**config.mk**
```make
export PLATFORM = sky130hd
export DESIGN_NAME = exc_ctrl_regs
export DESIGN_NICKNAME = d
export VERILOG_FILES = /design/src/rtl/exc_regs_pkg.sv /design/src/rtl/exc_status_stack.sv /design/src/rtl/exc_cause_reg.sv /design/src/rtl/exc_capture_regs.sv /design/src/rtl/exc_ctrl_regs.sv
export SDC_FILE = /design/constraint.sdc
export NUM_CORES = 1
export LEC_CHECK = 0
export BUFFER_PORTS_ARGS = -buffer_cell sky130_fd_sc_hd__buf_2
export CAP_MARGIN = 25
export CORE_MARGIN = 2
export CORE_UTILIZATION = 52
export DETAILED_ROUTE_END_ITERATION = 6
export PLACE_DENSITY = 0.93
export SLEW_MARGIN = 20
export SYNTH_ARGS = -nofsm -noshare
export SYNTH_HDL_FRONTEND = slang
export SYNTH_SLANG_ARGS = --single-unit
```
**constraint.sdc**
```tcl
create_clock -name clk -period 5.9 [get_ports clk]
set_clock_uncertainty 0.15 [all_clocks]
set_input_delay 0.295 -clock clk [delete_from_list [all_inputs] [get_ports clk]]
set_output_delay 0.295 -clock clk [all_outputs]
set_load 0.03 [all_outputs]
```
**src/rtl/exc_regs_pkg.sv**
```systemverilog
package exc_regs_pkg;

   localparam int unsigned SEL_W = 5;

   localparam logic [SEL_W-1:0] SEL_BADADDR = 5'd8;
   localparam logic [SEL_W-1:0] SEL_STATUS  = 5'd12;
   localparam logic [SEL_W-1:0] SEL_CAUSE   = 5'd13;
   localparam logic [SEL_W-1:0] SEL_EPC     = 5'd14;

   localparam int unsigned STACK_W   = 6;
   localparam int unsigned MASK_LSB  = 8;
   localparam int unsigned PEND_LSB  = 10;
   localparam int unsigned CODE_LSB  = 2;
   localparam int unsigned CODE_W    = 4;

   typedef enum logic [CODE_W-1:0] {
      EC_INT     = 4'd0,
      EC_ADDR_LD = 4'd4,
      EC_ADDR_ST = 4'd5,
      EC_IBUS    = 4'd6,
      EC_DBUS    = 4'd7,
      EC_SYSCALL = 4'd8,
      EC_BREAK   = 4'd9,
      EC_RSVD    = 4'd10,
      EC_OVF     = 4'd12
   } exc_code_e;

   function automatic logic is_addr_fault(input logic [CODE_W-1:0] c);
      return (c == EC_ADDR_LD) || (c == EC_ADDR_ST);
   endfunction

endpackage

```
**src/rtl/exc_status_stack.sv**
```systemverilog
module exc_status_stack
   import exc_regs_pkg::*;
#(
   parameter int unsigned MASK_W = 8
) (
   input  logic               clk,
   input  logic               rst_n,
   input  logic               enter_i,
   input  logic               rfe_i,
   input  logic               wr_en_i,
   input  logic [MASK_W-1:0]  wr_mask_i,
   input  logic [STACK_W-1:0] wr_stack_i,
   output logic [MASK_W-1:0]  mask_o,
   output logic [STACK_W-1:0] stack_o
);

   logic [MASK_W-1:0]  mask_q;
   logic [STACK_W-1:0] stack_q;

   always_ff @(posedge clk) begin
      if (!rst_n) begin
         mask_q  <= '0;
         stack_q <= '0;
      end else if (enter_i) begin
         stack_q <= {stack_q[3:0], 2'b00};
      end else if (rfe_i) begin
         stack_q <= {stack_q[5:4], stack_q[5:4], stack_q[3:2]};
      end else if (wr_en_i) begin
         mask_q  <= wr_mask_i;
         stack_q <= wr_stack_i;
      end
   end

   assign mask_o  = mask_q;
   assign stack_o = stack_q;


   stat_enter_shift_chk: assert property (@(posedge clk) disable iff (!rst_n)
      enter_i |=> (stack_q[1:0] == 2'b00) && (stack_q[3:2] == $past(stack_q[1:0]))
                  && (mask_q == $past(mask_q)));


   stat_rfe_pop_chk: assert property (@(posedge clk) disable iff (!rst_n)
      (rfe_i && !enter_i) |=> (stack_q[1:0] == $past(stack_q[3:2]))
                              && (stack_q[5:4] == $past(stack_q[5:4])));

endmodule

```
**src/rtl/exc_cause_reg.sv**
```systemverilog
module exc_cause_reg
   import exc_regs_pkg::*;
#(
   parameter int unsigned NUM_HW = 5
) (
   input  logic              clk,
   input  logic              rst_n,
   input  logic [NUM_HW-1:0] hw_irq_i,
   input  logic              enter_i,
   input  logic [CODE_W-1:0] code_i,
   input  logic              clr_en_i,
   input  logic [NUM_HW-1:0] clr_keep_i,
   output logic [NUM_HW-1:0] pend_o,
   output logic [CODE_W-1:0] code_o
);

   logic [CODE_W-1:0] code_q;

   for (genvar i = 0; i < NUM_HW; i++) begin : g_pend
      logic bit_q;
      always_ff @(posedge clk) begin
         if (!rst_n) bit_q <= 1'b0;
         else        bit_q <= (clr_en_i ? (bit_q & clr_keep_i[i]) : bit_q) | hw_irq_i[i];
      end
      assign pend_o[i] = bit_q;


      pend_sticky_chk: assert property (@(posedge clk) disable iff (!rst_n)
         (bit_q && !clr_en_i) |=> bit_q);
   end

   always_ff @(posedge clk) begin
      if (!rst_n)       code_q <= '0;
      else if (enter_i) code_q <= code_i;
   end

   assign code_o = code_q;


   cause_code_load_chk: assert property (@(posedge clk) disable iff (!rst_n)
      enter_i |=> code_o == $past(code_i));

endmodule

```
**src/rtl/exc_capture_regs.sv**
```systemverilog
module exc_capture_regs #(
   parameter int unsigned XLEN        = 32,
   parameter int unsigned INSTR_BYTES = 4,
   parameter bit          EPC_REWIND  = 1'b1
) (
   input  logic            clk,
   input  logic            rst_n,
   input  logic            enter_i,
   input  logic [XLEN-1:0] pc_i,
   input  logic            pc_adv_i,
   input  logic            bad_en_i,
   input  logic [XLEN-1:0] bad_addr_i,
   output logic [XLEN-1:0] epc_o,
   output logic [XLEN-1:0] badaddr_o
);

   localparam logic [XLEN-1:0] STEP = XLEN'(INSTR_BYTES);

   logic [XLEN-1:0] epc_q, bad_q, epc_d;

   if (EPC_REWIND) begin : g_rewind
      assign epc_d = pc_adv_i ? (pc_i - STEP) : pc_i;
   end else begin : g_plain
      logic unused_adv;
      assign unused_adv = pc_adv_i;
      assign epc_d      = pc_i;
   end

   always_ff @(posedge clk) begin
      if (!rst_n) begin
         epc_q <= '0;
         bad_q <= '0;
      end else if (enter_i) begin
         epc_q <= epc_d;
         if (bad_en_i) bad_q <= bad_addr_i;
      end
   end

   assign epc_o     = epc_q;
   assign badaddr_o = bad_q;


   bad_hold_chk: assert property (@(posedge clk) disable iff (!rst_n)
      !(enter_i && bad_en_i) |=> $stable(badaddr_o));


   epc_load_chk: assert property (@(posedge clk) disable iff (!rst_n)
      (enter_i && !pc_adv_i) |=> epc_o == $past(pc_i));

endmodule

```
**src/rtl/exc_ctrl_regs.sv**
```systemverilog
module exc_ctrl_regs
   import exc_regs_pkg::*;
#(
   parameter int unsigned     XLEN       = 32,
   parameter int unsigned     NUM_HW     = 5,
   parameter int unsigned     NUM_SW     = 3,
   parameter logic [XLEN-1:0] HANDLER_PC = 32'h8000_0080
) (
   input  logic              clk,
   input  logic              rst_n,
   input  logic              exc_req,
   input  logic [3:0]        exc_code,
   input  logic [XLEN-1:0]   cur_pc,
   input  logic              pc_advanced,
   input  logic [XLEN-1:0]   bad_addr,
   input  logic [NUM_HW-1:0] hw_irq,
   input  logic              rfe,
   input  logic              wr_en,
   input  logic [4:0]        wr_sel,
   input  logic [XLEN-1:0]   wr_data,
   input  logic [4:0]        rd_sel,
   output logic [XLEN-1:0]   rd_data,
   output logic              redirect_valid,
   output logic [XLEN-1:0]   redirect_pc,
   output logic              irq_taken
);

   localparam int unsigned MASK_W = NUM_HW + NUM_SW;

   if (XLEN < 16) begin : g_bad_xlen
      $error("exc_ctrl_regs: XLEN must be at least 16");
   end
   if (MASK_W != 8) begin : g_bad_mask
      $error("exc_ctrl_regs: NUM_HW + NUM_SW must be 8");
   end
   if (NUM_HW > 5) begin : g_bad_hw
      $error("exc_ctrl_regs: at most 5 hardware lines fit the cause layout");
   end

   logic [MASK_W-1:0]  mask;
   logic [STACK_W-1:0] stack;
   logic [NUM_HW-1:0]  pend;
   logic [CODE_W-1:0]  code;
   logic [XLEN-1:0]    epc, badaddr;
   logic               irq_req, enter, bad_en, wr_stat, wr_cause;
   logic [CODE_W-1:0]  code_sel;

   assign irq_req   = stack[0] & (|(pend & mask[NUM_SW +: NUM_HW]));
   assign enter     = exc_req | irq_req;
   assign irq_taken = irq_req & ~exc_req;
   assign code_sel  = exc_req ? exc_code : EC_INT;
   assign bad_en    = exc_req & is_addr_fault(exc_code);
   assign wr_stat   = wr_en && (wr_sel == SEL_STATUS);
   assign wr_cause  = wr_en && (wr_sel == SEL_CAUSE);

   assign redirect_valid = enter;
   assign redirect_pc    = HANDLER_PC;

   exc_status_stack #(.MASK_W(MASK_W)) i_status (
      .clk        (clk),
      .rst_n      (rst_n),
      .enter_i    (enter),
      .rfe_i      (rfe),
      .wr_en_i    (wr_stat),
      .wr_mask_i  (wr_data[MASK_LSB +: MASK_W]),
      .wr_stack_i (wr_data[STACK_W-1:0]),
      .mask_o     (mask),
      .stack_o    (stack)
   );

   exc_cause_reg #(.NUM_HW(NUM_HW)) i_cause (
      .clk        (clk),
      .rst_n      (rst_n),
      .hw_irq_i   (hw_irq),
      .enter_i    (enter),
      .code_i     (code_sel),
      .clr_en_i   (wr_cause),
      .clr_keep_i (wr_data[PEND_LSB +: NUM_HW]),
      .pend_o     (pend),
      .code_o     (code)
   );

   exc_capture_regs #(.XLEN(XLEN)) i_capture (
      .clk        (clk),
      .rst_n      (rst_n),
      .enter_i    (enter),
      .pc_i       (cur_pc),
      .pc_adv_i   (pc_advanced),
      .bad_en_i   (bad_en),
      .bad_addr_i (bad_addr),
      .epc_o      (epc),
      .badaddr_o  (badaddr)
   );

   always_comb begin
      rd_data = '0;
      case (rd_sel)
         SEL_BADADDR: rd_data = badaddr;
         SEL_STATUS: begin
            rd_data[MASK_LSB +: MASK_W] = mask;
            rd_data[STACK_W-1:0]        = stack;
         end
         SEL_CAUSE: begin
            rd_data[PEND_LSB +: NUM_HW] = pend;
            rd_data[CODE_LSB +: CODE_W] = code;
         end
         SEL_EPC:     rd_data = epc;
         default:     rd_data = '0;
      endcase
   end


   irq_entry_code_chk: assert property (@(posedge clk) disable iff (!rst_n)
      irq_taken |=> (code == EC_INT) && (stack[1:0] == 2'b00));


   sync_wins_chk: assert property (@(posedge clk) disable iff (!rst_n)
      (exc_req && irq_req) |=> (code == $past(exc_code)) && (stack[3:2] == $past(stack[1:0])));

endmodule

```
== After elaboration in Yosys (flattened, before gate mapping) ==
Index checks and enable logic that the tools add are counted.

* $add $sub $neg: 1
* Multipliers: 0
* Divide/modulo/power cells: 0
* Magnitude comparators: 0
* Equal/unequal tests: 9
* Shift operators: 0
* Muxes and demuxes: 17
* Bitwise logic cells: 19
* Reduce and logical (&&, ||, !) cells: 11

{| class="wikitable"
|+ Operators with widths
! cell !! count
|-
| two-way mux 32 bit || 1
|-
| one-hot mux 16 bit (2 select lines) || 1
|-
| subtractor 32 x 3 -> 32 bit, second input constant || 1
|-
| equality test 5 x 4 -> 1 bit, second input constant || 6
|-
| one-hot mux 5 bit (4 select lines) || 1
|-
| two-way mux 6 bit || 3
|-
| one-hot mux 4 bit (4 select lines) || 1
|-
| one-hot mux 2 bit (3 select lines) || 2
|-
| bitwise AND 1 bit || 8
|-
| equality test 4 x 3 -> 1 bit, second input constant || 2
|-
| bitwise OR 1 bit || 6
|-
| bitwise AND 5 bit || 1
|-
| two-way mux 1 bit || 5
|-
| OR reduction 5 bit || 1
|-
| two-way mux 4 bit || 1
|-
| inverter 1 bit || 4
|-
| one-hot mux 2 bit (2 select lines) || 1
|-
| AND reduction 2 bit || 2
|-
| nonzero test 2 bit || 2
|-
| one-hot mux 1 bit (3 select lines) || 1
|-
| AND reduction 3 bit || 1
|-
| nonzero test 3 bit || 1
|-
| logical AND 1 bit || 2
|-
| != test 2 x 1 -> 1 bit, second input constant || 1
|-
| 2 further kinds || 2
|}

* Flip-flop bits (word level): 87
* Bits in latches: 0
* Memory bits (writable): 0
* Bits in read-only memories: 0
* Input bits: 121
* Output and inout bits: 66
* Memories: 0

== Logic depth before layout (Yosys ltp) ==
Gate-level depths: netlist of the first run.

* Depth after elaboration: 6
* Mapped depth: 8
* Depth with buffers taken out: 7

== Cells and area by module ==
Synthesis of the first run repeated with hierarchy kept, for this count alone.

* Cell total of the unflattened synthesis: 597
* Area total of the unflattened synthesis: 4,897.2 µm²

{| class="wikitable"
|+ Modules (own cells, without submodules)
! module !! times used !! cells an instance !! area an instance (µm²) !! sequential area each (µm²)
|-
| exc_capture_regs || 1 || 359 || 2,851.5 || 1,281.2
|-
| exc_ctrl_regs || 1 || 128 || 1,014.7 || 0.0
|-
| exc_status_stack || 1 || 72 || 658.1 || 280.3
|-
| exc_cause_reg || 1 || 38 || 372.9 || 180.2
|}

== Worst setup path after synthesis of the first run ==
No wires, ideal clock.

* Path kind: input -> register
* Start point: input port cur_pc[10]
* End point: register i_capture.epc_q[24] (netlist: i_capture.epc_o[24])
* Library setup time: 0.149 ns
* Data arrival time: 1.893 ns
* Data required time: 5.601 ns
* Path slack: 3.708 ns
* Cell stages on the path: 6
* Buffers on the path: 1
* Cell sequence: or4_4 -> or4_4 -> buf_6 -> nor4_4 -> xnor2_1 -> a21oi_1

* Cells in the longest elaborated chain, start to end: 2

{| class="wikitable"
|+ Ends and longest elaborated chain
! element !! line !! source
|-
| from (decl) || exc_ctrl_regs.sv:13 || <nowiki>input logic [XLEN-1:0] cur_pc,</nowiki>
|-
| subtractor 32 x 3 -> 32 bit || exc_capture_regs.sv:22 || <nowiki>assign epc_d = pc_adv_i ? (pc_i - STEP) : pc_i;</nowiki>
|-
| two-way mux 32 bit || exc_capture_regs.sv:22 ||
|-
| to (signal assigned) || exc_capture_regs.sv:34 || <nowiki>epc_q <= epc_d;</nowiki>
|-
| to (decl) || exc_capture_regs.sv:19 || <nowiki>logic [XLEN-1:0] epc_q, bad_q, epc_d;</nowiki>
|}

Every way passes these cells.
A chain may end at the register's enable or synchronous reset.

== Worst setup path after layout of the first run ==
* Start point: register i_cause.g_pend[2].bit_q
* End point: output port redirect_valid

* Cells in the longest elaborated chain, start to end: 4

{| class="wikitable"
|+ Ends and longest elaborated chain
! element !! line !! source
|-
| from (decl) || exc_cause_reg.sv:20 || <nowiki>logic bit_q;</nowiki>
|-
| from (signal assigned) || exc_cause_reg.sv:23 || <nowiki>else bit_q <= (clr_en_i ? (bit_q & clr_keep_i[i]) : bit_q) | hw_irq_i[i];</nowiki>
|-
| bitwise AND 5 bit || exc_ctrl_regs.sv:48 || <nowiki>assign irq_req = stack[0] & (|(pend & mask[NUM_SW +: NUM_HW]));</nowiki>
|-
| OR reduction 5 bit || exc_ctrl_regs.sv:48 ||
|-
| bitwise AND 1 bit || exc_ctrl_regs.sv:48 ||
|-
| bitwise OR 1 bit || exc_ctrl_regs.sv:49 || <nowiki>assign enter = exc_req | irq_req;</nowiki>
|-
| to (decl) || exc_ctrl_regs.sv:23 || <nowiki>output logic redirect_valid,</nowiki>
|}

Every way passes these cells.

==> flow_metrics.py, run 1 <==
metrics = {
    "min_path": {
        "hold_start": "hw_irq[0]",
        "hold_end": "i_cause.g_pend[0].bit_q$_SDFF_PN0_",
        "hp-class": "input pin to register",
        "min_path_cells": 3,
    },
    "clock_tree": {
        "htreeDepth": 3,
        "cts_tree": "yes",
        "hold_buffers": 0,
        "postCtsSetupBuffers": 0,
        "clk_pin_slew_worst_paths_ps": 90,
        "numClockSinks": 87,
        "clock_latency_ps": 350,
        "cts-root-buf": "clkbuf_8",
        "cts_buffer_depth": 2,
        "cts_resized": 0,
        "cts_buffers": 9,
    },
    "place": {
        "io_buffers": 136,
        "hpwl_mm": 8.81,
        "gp_congestion": 0.886,
        "place_area_mm2": 0.00503,
        "dp_slack_ps": 3390,
    },
    "sta": {
        "rsz0062_at_grt": "no",
        "timing.final.crit_share_pct": 43.2,
        "period_needed_ps": 2550,
        "final_hold_viol_count": 0,
        "slew_headroom_pct": 40.1,
        "worst_pin_slew_ps": 894,
        "setup_viol": 0,
        "slew_violations": 0,
        "fmax_ghz": 0.393,
        "fin_tns_setup_ps": 0,
        "layout_setup_ws_ps": 3350,
    },
    "detailed_routing": {
        "dr_total_vias": 4426,
        "final_antenna_net_count": 0,
        "routed_wl_mm": 12.2,
        "drc": 0,
        "dr.pass1.iters": 7,
        "drt_iter0_drc": 262,
        "avgViaCountPerCell": 5.68,
        "wl_per_cell_um": 15.7,
    },
    "global_routing": {
        "antenna_found_initial": 0,
        "grt_pass1_wl_mm": 18.9,
        "overflow": 0,
        "grt_max_degree": 66,
        "grt_usage_pct": 26.4,
        "grt_pass1_vias": 4028,
    },
    "setup_path": {
        "cp_max_fo": 65,
        "r2r_cells": 8,
        "r2r-start": "i_cause.g_pend[2].bit_q$_SDFF_PN0_",
        "endpoint_kind": "output port",
        "slowest_delay_ps": 340,
        "r2r_slack_ps": 3390,
        "critPathLaunchType": "register",
        "slowest_stage": "a222oi_1",
        "timing.rr.end": "i_status.mask_o[4]$_SDFFE_PN0P_",
        "critical_path_arrival_ps": 2100,
        "path_class": "register to output port",
        "worstPathCellList": "a222oi_1, nand2_1, a21oi_1, clkinv_1, buf_4, buf_2",
        "cp.required_ps": 5450,
    },
    "floorplanning": {
        "io_pins": 187,
        "die_w_um": 96.1,
        "design.core.area_mm2": 0.00822,
        "die_h_um": 96.1,
        "core.rowCount": 33,
        "die_area_mm2": 0.00924,
        "start_util_pct": 53.7,
    },
    "synth": {
        "seq_area_frac_synth_pct": 39.5,
        "yosys_warnings": 0,
        "yosysTopAreaCell": "dfxtp_1",
        "avgSynthCellArea_um2": 7.97,
        "synthTopCellsByArea": "dfxtp_1 (39%), nand2_1 (8.6%), a21oi_1 (8.2%), buf_4 (5.4%), xnor2_1 (5.0%)",
        "synthSimpleGateAreaFrac_pct": 20.6,
        "synthMuxAreaShare_pct": 1.42,
        "synth.distinct_cells": 37,
        "synth_top_area_share_pct": 39.5,
        "synth_top_family_by_area": "compound AO/OA/AOI/OAI gates",
        "netlist_area_mm2": 0.00441,
        "synth_xor_area_share_pct": 5.36,
        "ys_seq_elements": 87,
        "synth_compound_area_share_pct": 22.5,
        "synth_cells": 554,
        "synthAdderAreaFrac_pct": 0.284,
    },
    "power": {
        "p_sw_share_pct": 26.4,
        "comb_power_share_pct": 12.6,
        "p_int_uw": 952,
        "seqPwrFrac_pct": 48.6,
        "power.net_switching_uw": 341,
        "leakagePower_uw": 0.00223,
        "p_per_area_mw_per_mm2": 245,
        "clkPwrFrac_pct": 38.8,
        "peakVddDrop_v": 0.000183,
    },
    "status": {
        "outcome": "finished clean",
    },
    "cells_and_area": {
        "fin_area_mm2": 0.00527,
        "drive_above_1_share_pct": 26.6,
        "antenna_cells": 0,
        "nets": 791,
        "syn_to_final_growth_pct": 19.5,
    },
    "job": {
        "cap_viol_max_count": 0,
    },
}
## stage by stage
step	utilization [%]	cells	hold slack (ps)	total power, µW
floorplan	-	584	274	749
global placement	61.0	761	290	795
detailed placement	61.2	763	296	801
CTS	64.2	779	16.4	1290
global route	64.2	779	11.5	1340
finish	64.2	779	16.2	1290
## critical path: cells and delay by family, from the launching register on
family,cells,cell delay [ps]
buffers and inverters,3,690
AOI/OAI and AO/OA,2,560
DFF,1,330
and+or+nand+nor,1,140
## synth_stat cells (all sizes together)
cell / count
nor3b: 2
nand4bb: 2
ha: 1
nor3: 8
conb: 2
mux2i: 4
nand2: 101
mux2: 2
clkbuf: 37
o211ai: 3
o21ai: 28
a22oi: 22
and3: 3
a21oi: 72
or4b: 1
nand4b: 1
a22o: 18
or4: 3
or2: 3
buf: 33
a211oi: 9
xnor2: 25
nor4b: 1
or3: 6
nand3: 9
dfxtp: 87
nor2: 24
inv: 16
nand3b: 1
a311oi: 2
nor4: 17
xor2: 2
a222oi: 6
nand2b: 3
## layer usage
layer	track usage [%]	share of wire, %	vias to the layer above
met3	4.07	7.5	25
met2	42.6	47	225
met5	0	0	-
met1	35.3	43	2062
met4	10.5	2.3	0
li1	-	-	2114
## power by group through the flow
stage	combinational, µW	clock, µW	sequential [µW]
floorplan	114	0	635
global placement	155	0	640
detailed placement	160	0	641
CTS	161	501	627
global route	179	534	631
finish	163	502	628
## worst max-delay path by stage
stage | from | to | slack (ps) | cells after the start
after global placement | rd_sel[4] | rd_data[4] | 3340 | 6
after floorplan | cur_pc[10] | i_capture.epc_o[24]$_SDFFE_PN0P_ | 3710 | 6
after global routing | i_cause.g_pend[2].bit_q$_SDFF_PN0_ | i_status.mask_o[7]$_SDFFE_PN0P_ | 3170 | 8
after detailed placement | cur_pc[20] | i_capture.epc_o[26]$_SDFFE_PN0P_ | 3390 | 6
after CTS | i_cause.g_pend[2].bit_q$_SDFF_PN0_ | redirect_valid | 3390 | 6
final | i_cause.g_pend[2].bit_q$_SDFF_PN0_ | redirect_valid | 3350 | 6
## placed cells by master, fill, tap and decap left out, types with 7 or more instances in the layout
cell,instances
xnor2_1,25
a22oi_1,22
inv_1,14
dfxtp_1,87
nor4_1,10
clkbuf_8,9
nand2_1,101
nand3_1,9
a21oi_1,72
a22o_1,18
conb_1,32
nor3_1,7
o21ai_0,28
a211oi_1,9
buf_2,137
nor2_1,24
## sequential cells by signal (all words and copies together) (netlist names)
register              count
i_capture.badaddr_o      32
i_cause.g_pend.bit_q      5
i_cause.code_o            4
i_status.stack_o          6
i_status.mask_o           8
i_capture.epc_o          32
## final cells by class
type	instances	area, µm²
Timing Repair Buffer	144	746
Tap cell	105	131
Fill cell	734	2940
Inverter	16	61.3
Clock buffer	9	124
Sequential cell	87	1740
Clock inverter	7	120
Multi-Input combinational cell	411	2350
## kinds of logic (layout without fill, tap and decap cells)
| kind of cell | after synthesis | after routing |
|---|---|---|
| buffers and inverters | 86 | 176 |
| xor gates and xnor gates | 27 | 27 |
| muxes | 6 | 6 |
| adders and majority gates | 1 | 1 |
| other | 2 | 32 |
| DFF | 87 | 87 |
| AOI/OAI and AO/OA | 160 | 160 |
| and+or+nand+nor | 185 | 185 |
Power figures use the tool's default switching activity.
==> inputs of run 2 (changes only) <==
CORE_UTILIZATION = 44   (was 52)
PLACE_DENSITY = 0.84   (was 0.93)
clock period = 2.1 ns   (was 5.9 ns; I/O delays follow)
==> run 2 against run 1 <==
Compared with the run above: sequential cell count stayed put; clock power rose to 2.5 times the previous value; non-clock buffer count up 105; global-route usage is 0.095 points higher.
==> flow_metrics.py, run 2 (same netlist as run 1, synthesis figures left out) <==
metrics = {
    "status": {
        "outcome": "finished clean",
    },
    "power": {
        "seqPwrFrac_pct": 48.3,
        "comb_power_share_pct": 17.3,
        "clkPwrFrac_pct": 34.4,
        "p_sw_share_pct": 26.1,
        "p_int_uw": 2710,
        "p_per_area_mw_per_mm2": 571,
        "peakVddDrop_v": 0.000303,
        "power.net_switching_uw": 955,
        "power_uw": 3660,
        "leakagePower_uw": 0.00272,
    },
    "place": {
        "hpwl_mm": 9.16,
        "gp_congestion": 0.931,
        "dp.cells": 807,
        "io_buffers": 136,
        "place_area_mm2": 0.00523,
    },
    "clock_tree": {
        "cts_buffer_depth": 2,
        "cts_tree": "yes",
        "cts-root-buf": "clkbuf_8",
        "clock_latency_ps": 350,
        "htreeDepth": 3,
        "numClockSinks": 87,
        "cts_buffers": 9,
        "clk_pin_slew_worst_paths_ps": 80,
    },
    "min_path": {
        "hold_end": "i_capture.epc_o[3]$_SDFFE_PN0P_",
        "min_path_cells": 4,
        "hold_start": "pc_advanced",
        "hp-class": "input pin to register",
    },
    "setup_path": {
        "critical_path_arrival_ps": 2180,
        "r2r_slack_ps": 110,
        "timing.rr.end": "i_status.mask_o[6]$_SDFFE_PN0P_",
        "path_class": "input pin to register",
        "cp.required_ps": 2180,
        "endpoint_kind": "register",
        "r2r_cells": 7,
        "r2r-start": "i_cause.g_pend[2].bit_q$_SDFF_PN0_",
        "cp_max_fo": 6,
        "critPathLaunchType": "input pin",
    },
    "cells_and_area": {
        "syn_to_final_growth_pct": 45.4,
        "final_common_cell": "buf_2",
        "fin_util_pct": 65.6,
        "nets": 896,
        "drive_above_1_share_pct": 26.6,
        "seq_area_mm2": 0.00174,
        "fill_cells": 772,
        "fin_area_mm2": 0.00642,
        "mostFrequentLayoutCells": "buf_2 (135), nand2_1 (101), dlygate4sd3_1 (86), dfxtp_1 (86), a21oi_1 (71)",
        "finalNonFillerCells": 912,
        "multi_input_area_mm2": 0.00242,
    },
    "sta": {
        "slew_violations": 0,
        "rsz0062_at_grt": "yes",
        "timing.final.crit_share_pct": 100,
        "period_needed_ps": 2100,
        "final_hold_viol_count": 0,
        "fmax_ghz": 0.476,
        "setup_viol": 0,
    },
    "floorplanning": {
        "die_w_um": 104,
        "die_h_um": 104,
        "design.core.area_mm2": 0.00977,
        "core.rowCount": 36,
        "die_area_mm2": 0.0108,
        "io_pins": 187,
        "start_util_pct": 45.1,
    },
    "global_routing": {
        "grt_pass1_wl_mm": 23.0,
        "grt_max_degree": 41,
        "antenna_found_initial": 1,
        "overflow": 0,
        "grt_usage_pct": 26.5,
        "grt_pass1_vias": 4696,
    },
    "detailed_routing": {
        "dr.pass1.iters": 6,
        "final_antenna_net_count": 0,
        "dr_total_vias": 4961,
        "avgViaCountPerCell": 5.44,
        "wl_per_cell_um": 16.2,
        "routed_wl_mm": 14.8,
        "drt_iter0_drc": 381,
        "drc": 0,
    },
    "job": {
        "cap_viol_max_count": 0,
    },
}
run 2: cell types whose count changed in the layout (fill, tap and decap cells not counted), sizes merged:
| cell | delta |
|---|---|
| dlygate4sd3 | +86 |
| buf | +19 |
| clkbuf | +2 |
| clkinv | -2 |
| bufinv | -1 |
| clkinvlp | -1 |
| diode | +1 |
| inv | +1 |
run 2: repair_timing:
action	in CTS	in global routing
buffers inserted	1	2
cloned	1	0
hold buffers	86	0
resized for setup	3	15
setup endpoints to repair	1	19
hold endpoints to repair	76	0
pin swaps	2	7
run 2: how the worst max path moves through the flow:
stage                                                   from                               end  slack [ps]  cells past startpoint
after floorplan                                   cur_pc[10]  i_capture.epc_o[24]$_SDFFE_PN0P_         100                      6
after global placement                            cur_pc[20]  i_capture.epc_o[28]$_SDFFE_PN0P_          10                      6
after detailed placement                          cur_pc[20]  i_capture.epc_o[30]$_SDFFE_PN0P_         -40                      6
after CTS                    i_status.mask_o[5]$_SDFFE_PN0P_                    redirect_valid           7                      6
after global routing      i_cause.g_pend[2].bit_q$_SDFF_PN0_                    redirect_valid         -70                      6
final                                             cur_pc[11]  i_capture.epc_o[28]$_SDFFE_PN0P_         0.6                      7
run 2: area by class of cell:
| class | instances | share of cell area, % |
|---|---|---|
| multi-input cells | 411 | 37.8 |
| repair buffers | 249 | 28.2 |
| flip-flops and latches | 87 | 27.2 |
| well taps | 133 | 2.59 |
| clock buffers | 11 | 2.20 |
| clock inverters | 4 | 1.09 |
| inverters | 16 | 0.936 |
| diodes | 1 | 0.0390 |
run 2: per-stage QoR:
stage          hold slack, ps  setup TNS, ps  setup WS [ps]
6_report                 14.3              0          0.638
3_3_place_gp              194              0           13.8
2_1_floorplan            84.5              0           98.5
3_5_place_dp              195          -65.2          -40.4
4_1_cts                  1.23              0           7.09
5_1_grt                  18.4           -124          -71.1
run 2: power by group through the flow:
stage                     Sequential [µW]  Clock, µW  Combinational, µW
after floorplan                      1780          0                319
after CTS                            1760       1270                610
final                                1770       1260                635
after global routing                 1770       1340                682
after detailed placement             1800          0                472
after global placement               1800          0                462
run 2: critical path, cell delays in order:
cell	delay (ps)
dlygate4sd3_1	530
buf_2	150
or2_2	270
or4_4	590
nor4_4	280
xnor2_1	170
a21oi_1	90
run 2: layer usage:
metal  share of wire, %  vias to the layer above  global-route usage (%)
met5                  0                        -                       0
met4                5.9                        0                    17.9
met3                6.6                       78                    4.01
met2                 48                      289                    44.7
met1                 40                     2272                    31.0
li1                   -                     2322                       -
